[src/rtl/spiTxPkg.sv]
package spiTxPkg;

  typedef enum logic [1:0] {
    ST_IDLE    = 2'd0,
    ST_REQ     = 2'd1,
    ST_XFER    = 2'd2,
    ST_BACKOFF = 2'd3
  } txState_e;

  // Strobes from control to datapath; clear has priority over the others.
  typedef struct packed {
    logic clear;
    logic drive;
    logic advance;
  } txStrobe_t;

endpackage

[src/rtl/spiTxSync.sv]
module spiTxSync #(
  parameter int STAGES = 2
) (
  input  logic clk,
  input  logic rstN,
  input  logic sclkPin,
  input  logic ssNPin,
  output logic sclkFall,
  output logic sclkRise,
  output logic ssActive
);

  logic [STAGES-1:0] sclkSync;
  logic [STAGES-1:0] ssSync;
  logic              sclkPrev;

  always_ff @(posedge clk or negedge rstN) begin
    if (!rstN) begin
      sclkSync <= '1;
      ssSync   <= '1;
      sclkPrev <= 1'b1;
    end else begin
      sclkSync <= {sclkSync[STAGES-2:0], sclkPin};
      ssSync   <= {ssSync[STAGES-2:0], ssNPin};
      sclkPrev <= sclkSync[STAGES-1];
    end
  end

  assign sclkFall = sclkPrev & ~sclkSync[STAGES-1];
  assign sclkRise = ~sclkPrev & sclkSync[STAGES-1];
  assign ssActive = ~ssSync[STAGES-1];

endmodule

[src/rtl/spiTxCtrl.sv]
module spiTxCtrl
  import spiTxPkg::*;
#(
  parameter int TIMEOUT_CYC = 40000,
  parameter int RETRY_CYC   = 4000
) (
  input  logic      clk,
  input  logic      rstN,
  input  logic      pktValid,
  input  logic      sclkFall,
  input  logic      sclkRise,
  input  logic      ssActive,
  input  logic      atLastBit,
  output txStrobe_t strobe,
  output logic      attnN,
  output logic      sdoOe,
  output logic      pktTaken
);

  localparam int WAIT_MAX = (TIMEOUT_CYC > RETRY_CYC) ? TIMEOUT_CYC : RETRY_CYC;
  localparam int CNT_W    = $clog2(WAIT_MAX + 1);

  txState_e          state, stateNxt;
  logic [CNT_W-1:0]  waitCnt, waitNxt;
  logic              inXfer, abort, done;

  assign inXfer = (state == ST_XFER);
  assign abort  = inXfer & ~ssActive;
  assign done   = inXfer & ssActive & sclkRise & atLastBit;

  always_comb begin
    stateNxt = state;
    waitNxt  = waitCnt;
    unique case (state)
      ST_IDLE: begin
        if (pktValid) begin
          stateNxt = ST_REQ;
          waitNxt  = '0;
        end
      end
      ST_REQ: begin
        if (ssActive) begin
          stateNxt = ST_XFER;
        end else if (waitCnt == CNT_W'(TIMEOUT_CYC - 1)) begin
          stateNxt = ST_BACKOFF;
          waitNxt  = '0;
        end else begin
          waitNxt = waitCnt + CNT_W'(1);
        end
      end
      ST_XFER: begin
        if (abort || done) stateNxt = ST_IDLE;
      end
      ST_BACKOFF: begin
        if (waitCnt == CNT_W'(RETRY_CYC - 1)) begin
          stateNxt = pktValid ? ST_REQ : ST_IDLE;
          waitNxt  = '0;
        end else begin
          waitNxt = waitCnt + CNT_W'(1);
        end
      end
      default: stateNxt = ST_IDLE;
    endcase
  end

  always_ff @(posedge clk or negedge rstN) begin
    if (!rstN) begin
      state   <= ST_IDLE;
      waitCnt <= '0;
    end else begin
      state   <= stateNxt;
      waitCnt <= waitNxt;
    end
  end

  assign strobe.clear   = ((state == ST_REQ) & ssActive) | abort | done;
  assign strobe.drive   = inXfer & ssActive & sclkFall;
  assign strobe.advance = inXfer & ssActive & sclkRise;

  assign attnN    = ~((state == ST_REQ) | inXfer);
  assign sdoOe    = inXfer;
  assign pktTaken = done;

  // a waiting packet pulls attention on the next clock
  a_r2_req_on_valid: assert property (@(posedge clk) disable iff (!rstN)
    (state == ST_IDLE && pktValid) |=> !attnN);

  // attention released and pin undriven after the last byte
  a_r6_release_after_done: assert property (@(posedge clk) disable iff (!rstN)
    pktTaken |=> (attnN && !sdoOe));

  // driving only starts after select was seen low
  a_r3_oe_after_select: assert property (@(posedge clk) disable iff (!rstN)
    $rose(sdoOe) |-> $past(ssActive));

  // select lost mid-transfer drops the request for a cycle with no completion
  a_r9_abort_release: assert property (@(posedge clk) disable iff (!rstN)
    (sdoOe && !ssActive) |=> (attnN && !pktTaken));

  // the request wait never passes its limit
  a_r8_wait_bound: assert property (@(posedge clk) disable iff (!rstN)
    (state == ST_REQ) |-> (waitCnt < CNT_W'(TIMEOUT_CYC)));

endmodule

[src/rtl/spiTxData.sv]
module spiTxData
  import spiTxPkg::*;
#(
  parameter int LONG_BYTES  = 4,
  parameter int SHORT_BYTES = 2
) (
  input  logic                    clk,
  input  logic                    rstN,
  input  txStrobe_t               strobe,
  input  logic                    msbFirst,
  input  logic                    pktLong,
  input  logic [LONG_BYTES*8-1:0] pktData,
  output logic                    sdoBit,
  output logic                    atLastBit
);

  localparam int BYTE_W = (LONG_BYTES > 1) ? $clog2(LONG_BYTES) : 1;

  logic [2:0]        bitIdx;
  logic [BYTE_W-1:0] byteIdx;
  logic [BYTE_W-1:0] lastIdx;
  logic [7:0]        curByte;
  logic              nextBit;

  assign lastIdx   = pktLong ? BYTE_W'(LONG_BYTES - 1) : BYTE_W'(SHORT_BYTES - 1);
  assign curByte   = pktData[{byteIdx, 3'b000} +: 8];
  assign nextBit   = msbFirst ? curByte[3'd7 - bitIdx] : curByte[bitIdx];
  assign atLastBit = (bitIdx == 3'd7) && (byteIdx == lastIdx);

  always_ff @(posedge clk or negedge rstN) begin
    if (!rstN) begin
      bitIdx  <= '0;
      byteIdx <= '0;
      sdoBit  <= 1'b0;
    end else if (strobe.clear) begin
      bitIdx  <= '0;
      byteIdx <= '0;
      sdoBit  <= 1'b0;
    end else begin
      if (strobe.drive) sdoBit <= nextBit;
      if (strobe.advance) begin
        bitIdx <= bitIdx + 3'd1;
        if (bitIdx == 3'd7) byteIdx <= byteIdx + BYTE_W'(1);
      end
    end
  end

  // control never advances past the last bit without clearing
  a_r6_no_overrun: assert property (@(posedge clk) disable iff (!rstN)
    (strobe.advance && !strobe.clear) |-> !atLastBit);

  // eighth captured bit wraps to the next byte
  a_r4_bit_wrap: assert property (@(posedge clk) disable iff (!rstN)
    (strobe.advance && !strobe.clear && bitIdx == 3'd7) |=> (bitIdx == 3'd0));

  // a clear restarts the packet at its first bit
  a_r9_restart_zero: assert property (@(posedge clk) disable iff (!rstN)
    strobe.clear |=> (bitIdx == 3'd0 && byteIdx == '0));

endmodule

[src/rtl/spiTxAttn.sv]
module spiTxAttn
  import spiTxPkg::*;
#(
  parameter int LONG_BYTES  = 4,
  parameter int SHORT_BYTES = 2,
  parameter int SYNC_STAGES = 2,
  parameter int TIMEOUT_CYC = 40000,
  parameter int RETRY_CYC   = 4000
) (
  input  logic                    clk,
  input  logic                    rstN,
  input  logic                    msbFirst,
  input  logic                    pktValid,
  input  logic                    pktLong,
  input  logic [LONG_BYTES*8-1:0] pktData,
  output logic                    pktTaken,
  output logic                    attnN,
  input  logic                    sclkIn,
  input  logic                    ssNIn,
  output logic                    sdo,
  output logic                    sdoOe
);

  logic      sclkFall, sclkRise, ssActive, atLastBit, sdoBit;
  txStrobe_t strobe;

  spiTxSync #(.STAGES(SYNC_STAGES)) uSync (
    .clk(clk), .rstN(rstN), .sclkPin(sclkIn), .ssNPin(ssNIn),
    .sclkFall(sclkFall), .sclkRise(sclkRise), .ssActive(ssActive)
  );

  spiTxCtrl #(.TIMEOUT_CYC(TIMEOUT_CYC), .RETRY_CYC(RETRY_CYC)) uCtrl (
    .clk(clk), .rstN(rstN), .pktValid(pktValid),
    .sclkFall(sclkFall), .sclkRise(sclkRise), .ssActive(ssActive),
    .atLastBit(atLastBit), .strobe(strobe),
    .attnN(attnN), .sdoOe(sdoOe), .pktTaken(pktTaken)
  );

  spiTxData #(.LONG_BYTES(LONG_BYTES), .SHORT_BYTES(SHORT_BYTES)) uData (
    .clk(clk), .rstN(rstN), .strobe(strobe), .msbFirst(msbFirst),
    .pktLong(pktLong), .pktData(pktData),
    .sdoBit(sdoBit), .atLastBit(atLastBit)
  );

  assign sdo = sdoOe & sdoBit;

endmodule

[config.mk]
export PLATFORM = sky130hd
export DESIGN_NAME = spiTxAttn
export DESIGN_NICKNAME = d
export VERILOG_FILES = /design/src/rtl/spiTxPkg.sv /design/src/rtl/spiTxSync.sv /design/src/rtl/spiTxCtrl.sv /design/src/rtl/spiTxData.sv /design/src/rtl/spiTxAttn.sv
export SDC_FILE = /design/constraint.sdc
export NUM_CORES = 1
export LEC_CHECK = 0
export CORE_MARGIN = 2
export CORE_UTILIZATION = 60
export CTS_BUF_LIST = sky130_fd_sc_hd__clkbuf_8
export DETAILED_ROUTE_END_ITERATION = 16
export DONT_BUFFER_PORTS = 1
export PLACE_DENSITY_LB_ADDON = 0.08
export SKIP_LAST_GASP = 1
export SLEW_MARGIN = 40
export SYNTH_ARGS = -nofsm -noshare
export SYNTH_HDL_FRONTEND = slang
export SYNTH_SLANG_ARGS = --single-unit
[constraint.sdc]
create_clock -name clk -period 5.35 [get_ports clk]
set_clock_uncertainty 0.2 [all_clocks]
set_input_delay 1.07 -clock clk [delete_from_list [all_inputs] [get_ports clk]]
set_output_delay 1.07 -clock clk [all_outputs]
set_load 0.005 [all_outputs]
### Word-level counts from Yosys, hierarchy flattened

Cells that the tools add are included.
W data, S select, Z words.

| cells by class | value |
|---|---|
| bitwise operators | 16 |
| eq/ne operators | 12 |
| add/sub/neg operators | 4 |
| muxes and demuxes | 25 |
| order comparisons | 2 |
| reductions and logical operators | 10 |
| shift operators | 1 |

Operator list:

| kind | number |
|---|---|
| $mux W16 | 4 |
| $pmux W16 S3 | 1 |
| $shiftx A32 B6 Y8 | 1 |
| $mux W2 | 9 |
| $add A16 B1 Y16 const B | 1 |
| $eq A16 B12 Y1 const B | 1 |
| $eq A16 B16 Y1 const B | 1 |
| $and A1 B1 Y1 | 9 |
| $lt A3 B4 Y1 const B | 2 |
| $pmux W2 S4 | 1 |
| $bmux W1 S3 | 2 |
| $mux W1 | 6 |
| $mux W3 | 2 |
| $reduce_bool A2 Y1 | 3 |
| $eq A2 B2 Y1 const B | 2 |
| $ne A2 B1 Y1 const B | 2 |
| $ne A2 B2 Y1 const B | 2 |
| $not A1 Y1 | 4 |
| $reduce_and A4 Y1 | 1 |
| $add A3 B1 Y3 const B | 1 |
| $eq A3 B3 Y1 const B | 1 |
| $ne A3 B2 Y1 const B | 1 |
| $or A1 B1 Y1 | 3 |
| $reduce_and A3 Y1 | 1 |
| other kinds (9) | 9 |

| word-level totals | value |
|---|---|
| logic and storage cells | 78 |
| bits in registers | 29 |
| input bits | 39 |
| output and inout bits | 4 |

### Logic depth before layout (Yosys ltp)

Gate-level depths: netlist of run 1.

| logic depth | value |
|---|---|
| depth in word-level cells | 7 |
| gate-level depth with buffers | 8 |

### Hierarchy

Synthesis of run 1 repeated with hierarchy kept, for this count alone.

| unflattened totals | value |
|---|---|
| cell total of the unflattened synthesis | 209 |
| area, all modules | 2,130.8 µm² |

Modules (own cells, without submodules):

| module | sequential area each (µm²) | cells each | area each (µm²) | times used |
|---|---|---|---|---|
| spiTxCtrl | 450.4 | 131 | 1,218.7 | 1 |
| spiTxData | 150.1 | 69 | 755.7 | 1 |
| spiTxSync | 131.4 | 8 | 150.1 | 1 |
| spiTxAttn | 0.0 | 1 | 6.3 | 1 |

### Worst setup path after synthesis of run 1

No wires, ideal clock.

| timing | value |
|---|---|
| kind | input -> register |
| from | input pktValid |
| to | register uCtrl.waitCnt[15] |
| setup time | 0.126 ns |
| buffers on the path | 0 |
| required time | 5.024 ns |
| arrival | 2.478 ns |
| stages on the path | 5 |
| slack | 2.547 ns |
| cell sequence | and2b_4 or4_4 or4_4 xor2_1 nor2_2 |

| between the ends | value |
|---|---|
| longest elaborated chain between the ends | 2 |

Ends and longest elaborated chain:

| what | line | source |
|---|---|---|
| start: declaration | spiTxAttn.sv:13 | `input logic pktValid,` |
| $ne A2 B2 Y1 (no line) | n/a |  |
| $reduce_and A3 Y1 (no line) | n/a |  |
| end signal: assignment | spiTxCtrl.sv:72 | `waitCnt <= waitNxt;` |
| end: declaration | spiTxCtrl.sv:24 | `logic [CNT_W-1:0] waitCnt, waitNxt;` |

No other way between the ends.
A chain may end at the register's enable or synchronous reset.

### Worst setup path after layout of run 1

| timing | value |
|---|---|
| from | register uCtrl.state[0] |
| to | output pktTaken |

| between the ends | value |
|---|---|
| longest elaborated chain between the ends | 4 |

Ends and longest elaborated chain:

| what | line | source |
|---|---|---|
| start: declaration | spiTxCtrl.sv:23 | `txState_e state, stateNxt;` |
| start signal: assignment | spiTxCtrl.sv:71 | `state <= stateNxt;` |
| $eq A2 B2 Y1 | spiTxCtrl.sv:27 | `assign inXfer = (state == ST_XFER);` |
| named net sdoOe | spiTxAttn.sv:21 | `output logic sdoOe` |
| $and A1 B1 Y1 (3 in a row) | spiTxCtrl.sv:29 | `assign done = inXfer & ssActive & sclkRise & atLastBit;` |
| end: declaration | spiTxAttn.sv:16 | `output logic pktTaken,` |

The timed path passes the listed nets, and every way through them passes these cells.

==> results.cfg, run 1 <==
[sta]
finalSetupViolations = 0
rsz0062_at_grt = false
maxSlewViolCount = 0
setup_tns_ns = 0
clock.fmax_mhz = 325
holdWs_ns = 0.155
worst_pin_slew_ns = 0.601
period_share_pct = 57.5
report.final.hold_viol_count = 0
finalCriticalPeriod_ns = 3.08
slew_headroom_pct = 59.6

[drt]
drt-total-wl_mm = 4.11
drc_errors = 0
wl_per_cell_um = 16.8
dr_total_vias = 1578
firstDrtPassIters = 4
drt_iter0_markers = 79
antenna_left = 0
post_drt_via_cell_ratio = 6.44

[die]
ios = 43
die_width_um = 63.5
rows = 21
die_h_um = 63.5
dieArea_sq_um = 4030
start_util_pct = 63.1
core_sq_um = 3360

[synthesis]
syn_area_per_cell_sq_um = 10.6
dominantRegCellSynth = dfrtp_1
synth_cells = 201
synth_edf_count = 0
synth_cell_types = 44
yosys_warnings = 0
synthArstFlopShare_pct = 100
synth_fp_nets = 249
syn_area_sq_um = 2120
ys_ff_latch = 29
yosysSeqAreaShare_pct = 34.5

[cts]
cts.sinks = 29
clk_latency_ns = 0.28
root_buffer = clkbuf_8
cts_hold_buf = 0
clock_path_buffers = 2
path_clk_slew_ns = 0.06
cts_tree = built
cts_made_buffers = 5
cts_setup_buffers = 0
cts_resized = 0
htreeDepth = 2

[grt]
grt_max_degree = 30
grt_pass1_vias = 1670
grt_pass1_wl_mm = 7.07
antenna_found_initial = 0
grt_use_total_pct = 22.3
grt-ovfl-total = 0

[layout]
regArea_sq_um = 734
num_antenna_cells = 0
fin_nets = 246
final_cell_mix = nor2_1, dfrtp_1, mux4_2
num-fill-cells = 291
area_delta_synth_final_pct = 5.90
multiInputGateArea_sq_um = 1320
drive_gt1_share_pct = 20.6

[hold_path]
hp-class = reg -> reg
worstHoldStart = uSync.ssSync[0]

[power]
power.leakage_nw = 0.899
peakVddDrop_mv = 0.240
power_density_nw_per_um2 = 352

[critical_path]
critPathRequiredTime_ns = 4.08
cp.arrival_ns = 1.81
worst-path-max-fanout = 6
worstSetupStartpoint = uCtrl.state[0]
reg2reg_to = uCtrl.waitCnt[15]
crit_type = reg -> out
reg2reg_slack_ns = 2.67
ff2ff_path_depth = 7
cp-endpoint = pktTaken
cp-start-kind = register
worst_setup_path_end_kind = primary output
rr_startpoint = uCtrl.state[1]

[flow_run]
cap_violations = 0

[outcome]
status = complete, no violations

[place]
place_congestion = 0.881
dp_hpwl_mm = 3.10
port_buffers = 0
## through the flow
| step | total power, mW | instances | setup WS (ns) | util, % | cell area [sq um] |
|---|---|---|---|---|---|
| after floorplan | 0.527 | 201 | 2.55 | - | 2120 |
| after global placement | 0.563 | 237 | 2.47 | 63.4 | 2130 |
| after detailed placement | 0.585 | 237 | 2.35 | 63.6 | 2140 |
| after CTS | 0.786 | 245 | 2.15 | 66.6 | 2240 |
| after global routing | 0.839 | 245 | 2.15 | 66.8 | 2250 |
| final | 0.790 | 245 | 2.27 | 66.8 | 2250 |
## layout make-up
type | count | share of cell area, %
Multi-Input combinational cell | 153 | 58.7
Sequential cell | 29 | 32.7
Clock buffer | 7 | 4.29
Tap cell | 46 | 2.56
Inverter | 9 | 1.50
Clock inverter | 1 | 0.223
## how the worst min path moves through the flow
| stage | endpoint | cells past startpoint |
|---|---|---|
| floorplan | uSync.sclkSync[1] | 0 |
| CTS | uSync.ssSync[1] | 0 |
| finish | uSync.ssSync[1] | 0 |
| global route | uSync.ssSync[1] | 0 |
| global placement | uSync.ssSync[1] | 0 |
| detailed placement | uSync.ssSync[1] | 0 |
## critical path, cell delays in order, from the launching register on
cell	delay, ns
dfrtp_1	0.42
inv_1	0.14
ha_1	0.29
and4bb_2	0.36
nand4_1	0.20
inv_1	0.12
## per-layer routing
layer | up-vias | routed length (um) | track usage, %
met4 | 0 | 59 | 8.15
met2 | 61 | 2120 | 38.7
met3 | 9 | 245 | 4.82
li1 | 740 | - | -
met5 | - | 0 | 0
met1 | 768 | 1690 | 27.2
## flip-flops by register name, indices dropped and copies added (netlist names)
| name | cells |
|---|---|
| uSync.sclkPrev | 1 |
| uCtrl.waitCnt | 16 |
| uSync.ssSync | 2 |
| uData.sdoBit | 1 |
| uCtrl.state | 2 |
| uData.bitIdx | 3 |
| uData.byteIdx | 2 |
| uSync.sclkSync | 2 |
## cell families after synthesis
| group | Yosys count | share of synthesized area (%) |
|---|---|---|
| adders and majority gates | 9 | 5.31 |
| and+or+nand+nor | 81 | 21.2 |
| xor gates and xnor gates | 17 | 7.02 |
| DFF | 29 | 34.5 |
| buffers and inverters | 19 | 3.89 |
| muxes | 28 | 21.5 |
| AOI/OAI and AO/OA | 18 | 6.60 |
## cell usage after synthesis, types with 3 or more instances
cell	number	area, sq um
xor2_1	9	78.8
nor2_1	22	82.6
o21ai_0	4	20.0
dfstp_2	5	131
ha_1	9	113
a311o_1	3	30.0
and2_1	4	25.0
mux4_2	14	315
nor4_1	6	37.5
nand2_1	13	48.8
xnor2_1	8	70.1
nor3_1	4	20.0
dfrtp_1	24	601
inv_1	8	30.0
nand3_1	6	30.0
nand4_1	8	50.1
buf_2	6	30.0
and3_1	4	25.0
mux2i_1	13	130
## power breakdown
part           leakage, nW  switching, mW  total, mW  internal [mW]
clock               0.0542         0.0837      0.200          0.116
sequential           0.378         0.0529      0.301          0.249
combinational        0.466          0.156      0.289          0.133
Power figures use the tool's default switching activity.
==> run 2: changes to the inputs <==
==> constraint.sdc (replaced) <==
create_clock -name clk -period 2.7 [get_ports clk]
set_clock_uncertainty 0.2 [all_clocks]
set_input_delay 0.54 -clock clk [delete_from_list [all_inputs] [get_ports clk]]
set_output_delay 0.54 -clock clk [all_outputs]
set_load 0.005 [all_outputs]
==> results.cfg, run 2 (synthesis gave the netlist of run 1 again) <==
[drt]
dr_total_vias = 1604
drt-total-wl_mm = 4.03
drc_errors = 0
wl_per_cell_um = 15.9
firstDrtPassIters = 5
antenna_left = 0
post_drt_via_cell_ratio = 6.34
drt_iter0_markers = 64

[layout]
drive_gt1_share_pct = 21.7
final_cell_mix = dfrtp_1, nor2_1, mux4_2
num-fill-cells = 276
area_delta_synth_final_pct = 9.38
regMostFlops = uCtrl.waitCnt
largestRegisters = uCtrl.waitCnt x16, uData.bitIdx x3
fin_nets = 254
final_common_cell = dfrtp_1
stdcell_count = 253
num_antenna_cells = 0
largest_reg_flops = 16
utilization_pct = 69.0

[sta]
clock.fmax_mhz = 383
finalCriticalPeriod_ns = 2.61
slew_headroom_pct = 69.8
rsz0062_at_grt = false
maxSlewViolCount = 0
setup_tns_ns = 0
holdWs_ns = 0.0469
worst_pin_slew_ns = 0.447
report.final.hold_viol_count = 0
finalSetupViolations = 0
setup_slack_ns = 0.0882
period_share_pct = 96.7

[critical_path]
cp-start-kind = register
worstSetupStartpoint = uCtrl.state[1]
ff2ff_path_depth = 7
worst-path-max-fanout = 6
critPathMaxStageDelay_ns = 0.54
crit_top_cell = or4_4
cp.arrival_ns = 2.58
reg2reg_to = uCtrl.waitCnt[15]
rr_startpoint = uCtrl.state[1]
crit_type = reg -> reg
worst_setup_path_end_kind = register
crit_chain = inv_1 -> ha_1 -> nor2b_2 -> or4_4 -> or4_4 -> xor2_1 -> nor2_2
reg2reg_slack_ns = 0.09
cpMaxStageDelayCell = or4_4
critPathRequiredTime_ns = 2.67
cp-endpoint = uCtrl.waitCnt[15]

[place]
place_ws_ns = 0.123
dp.cells = 243
port_buffers = 0
dp_hpwl_mm = 3.08
place_congestion = 0.862

[grt]
grt-ovfl-total = 0
grt_max_degree = 30
grt_pass1_vias = 1663
antenna_found_initial = 0
grt_use_total_pct = 22.1
grt_pass1_wl_mm = 7.02

[die]
start_util_pct = 63.1
rows = 21
core_sq_um = 3360
ios = 43
die_h_um = 63.5
die_width_um = 63.5
dieArea_sq_um = 4030

[hold_path]
hp-class = in -> reg
min_delay_path_depth = 0

[power]
power_density_nw_per_um2 = 699
peakVddDrop_mv = 0.462
power.leakage_nw = 0.946

[cts]
cts_tree = built
cts.sinks = 29
root_buffer = clkbuf_8
cts_setup_buffers = 0
cts_made_buffers = 5
clock_path_buffers = 2
htreeDepth = 2
clk_latency_ns = 0.28
path_clk_slew_ns = 0.07

[outcome]
status = complete, no violations

[flow_run]
cap_violations = 0
-- run 2: changes by cell type in the layout (fill, tap and decap cells not counted), sizes merged --
cell,before,now
buf,0,7
clkbuf,7,5
bufinv,0,1
clkinvlp,0,1
dlygate4sd3,0,1
-- run 2: cell type report --
class / count / area (sq um) / area share, %
clock buffer: 5 / 68.8 / 2.96
multi-input combinational: 153 / 1310 / 56.3
timing repair buffer: 8 / 75.1 / 3.23
tap: 46 / 57.6 / 2.48
clock inverter: 3 / 46.3 / 1.99
sequential: 29 / 732 / 31.5
inverter: 9 / 33.8 / 1.46
-- run 2: worst min-delay path by stage --
| stage | startpoint | end | slack (ns) |
|---|---|---|---|
| CTS | sclkIn | uSync.sclkSync[0] | 0.04 |
| global route | ssNIn | uSync.ssSync[0] | 0.03 |
| floorplan | rstN | uCtrl.state[0] | 0.04 |
| detailed placement | rstN | uCtrl.waitCnt[1] | 0.05 |
| global placement | rstN | uCtrl.waitCnt[0] | 0.04 |
| finish | sclkIn | uSync.sclkSync[0] | 0.05 |
-- run 2: where the power goes --
group	total (mW)	internal (mW)	switching (mW)
logic	0.636	0.285	0.351
registers	0.540	0.492	0.0480
clock network	0.447	0.276	0.171
-- run 2: per-layer routing --
metal / wire, um / vias up / share of wire, % / global-route usage (%)
met5: 0 / - / 0 / 0
met2: 2090 / 50 / 52 / 38.0
met4: 29 / 0 / 0.72 / 4.08
met1: 1680 / 791 / 42 / 28.0
met3: 227 / 4 / 5.6 / 6.25
li1: - / 759 / - / -
-- run 2: worst max-delay path: cells and delay by family (launching register included) --
kind / cells / cell delay [ns]
adders and majority gates: 1 / 0.26
DFF: 1 / 0.42
xor gates and xnor gates: 1 / 0.17
buffers and inverters: 1 / 0.11
and+or+nand+nor: 4 / 1.35
-- run 2: per-stage QoR --
| stage | power, mW | area (sq um) |
|---|---|---|
| after detailed placement | 1.17 | 2180 |
| final | 1.62 | 2320 |
| after global placement | 1.15 | 2180 |
| after global routing | 1.74 | 2320 |
| after floorplan | 1.04 | 2120 |
| after CTS | 1.64 | 2320 |
-- run 2: timing repair --
action	4_1_cts	5_1_grt
gates resized for setup	0	0
hold buffers	2	0
hold endpoints to repair	29	0
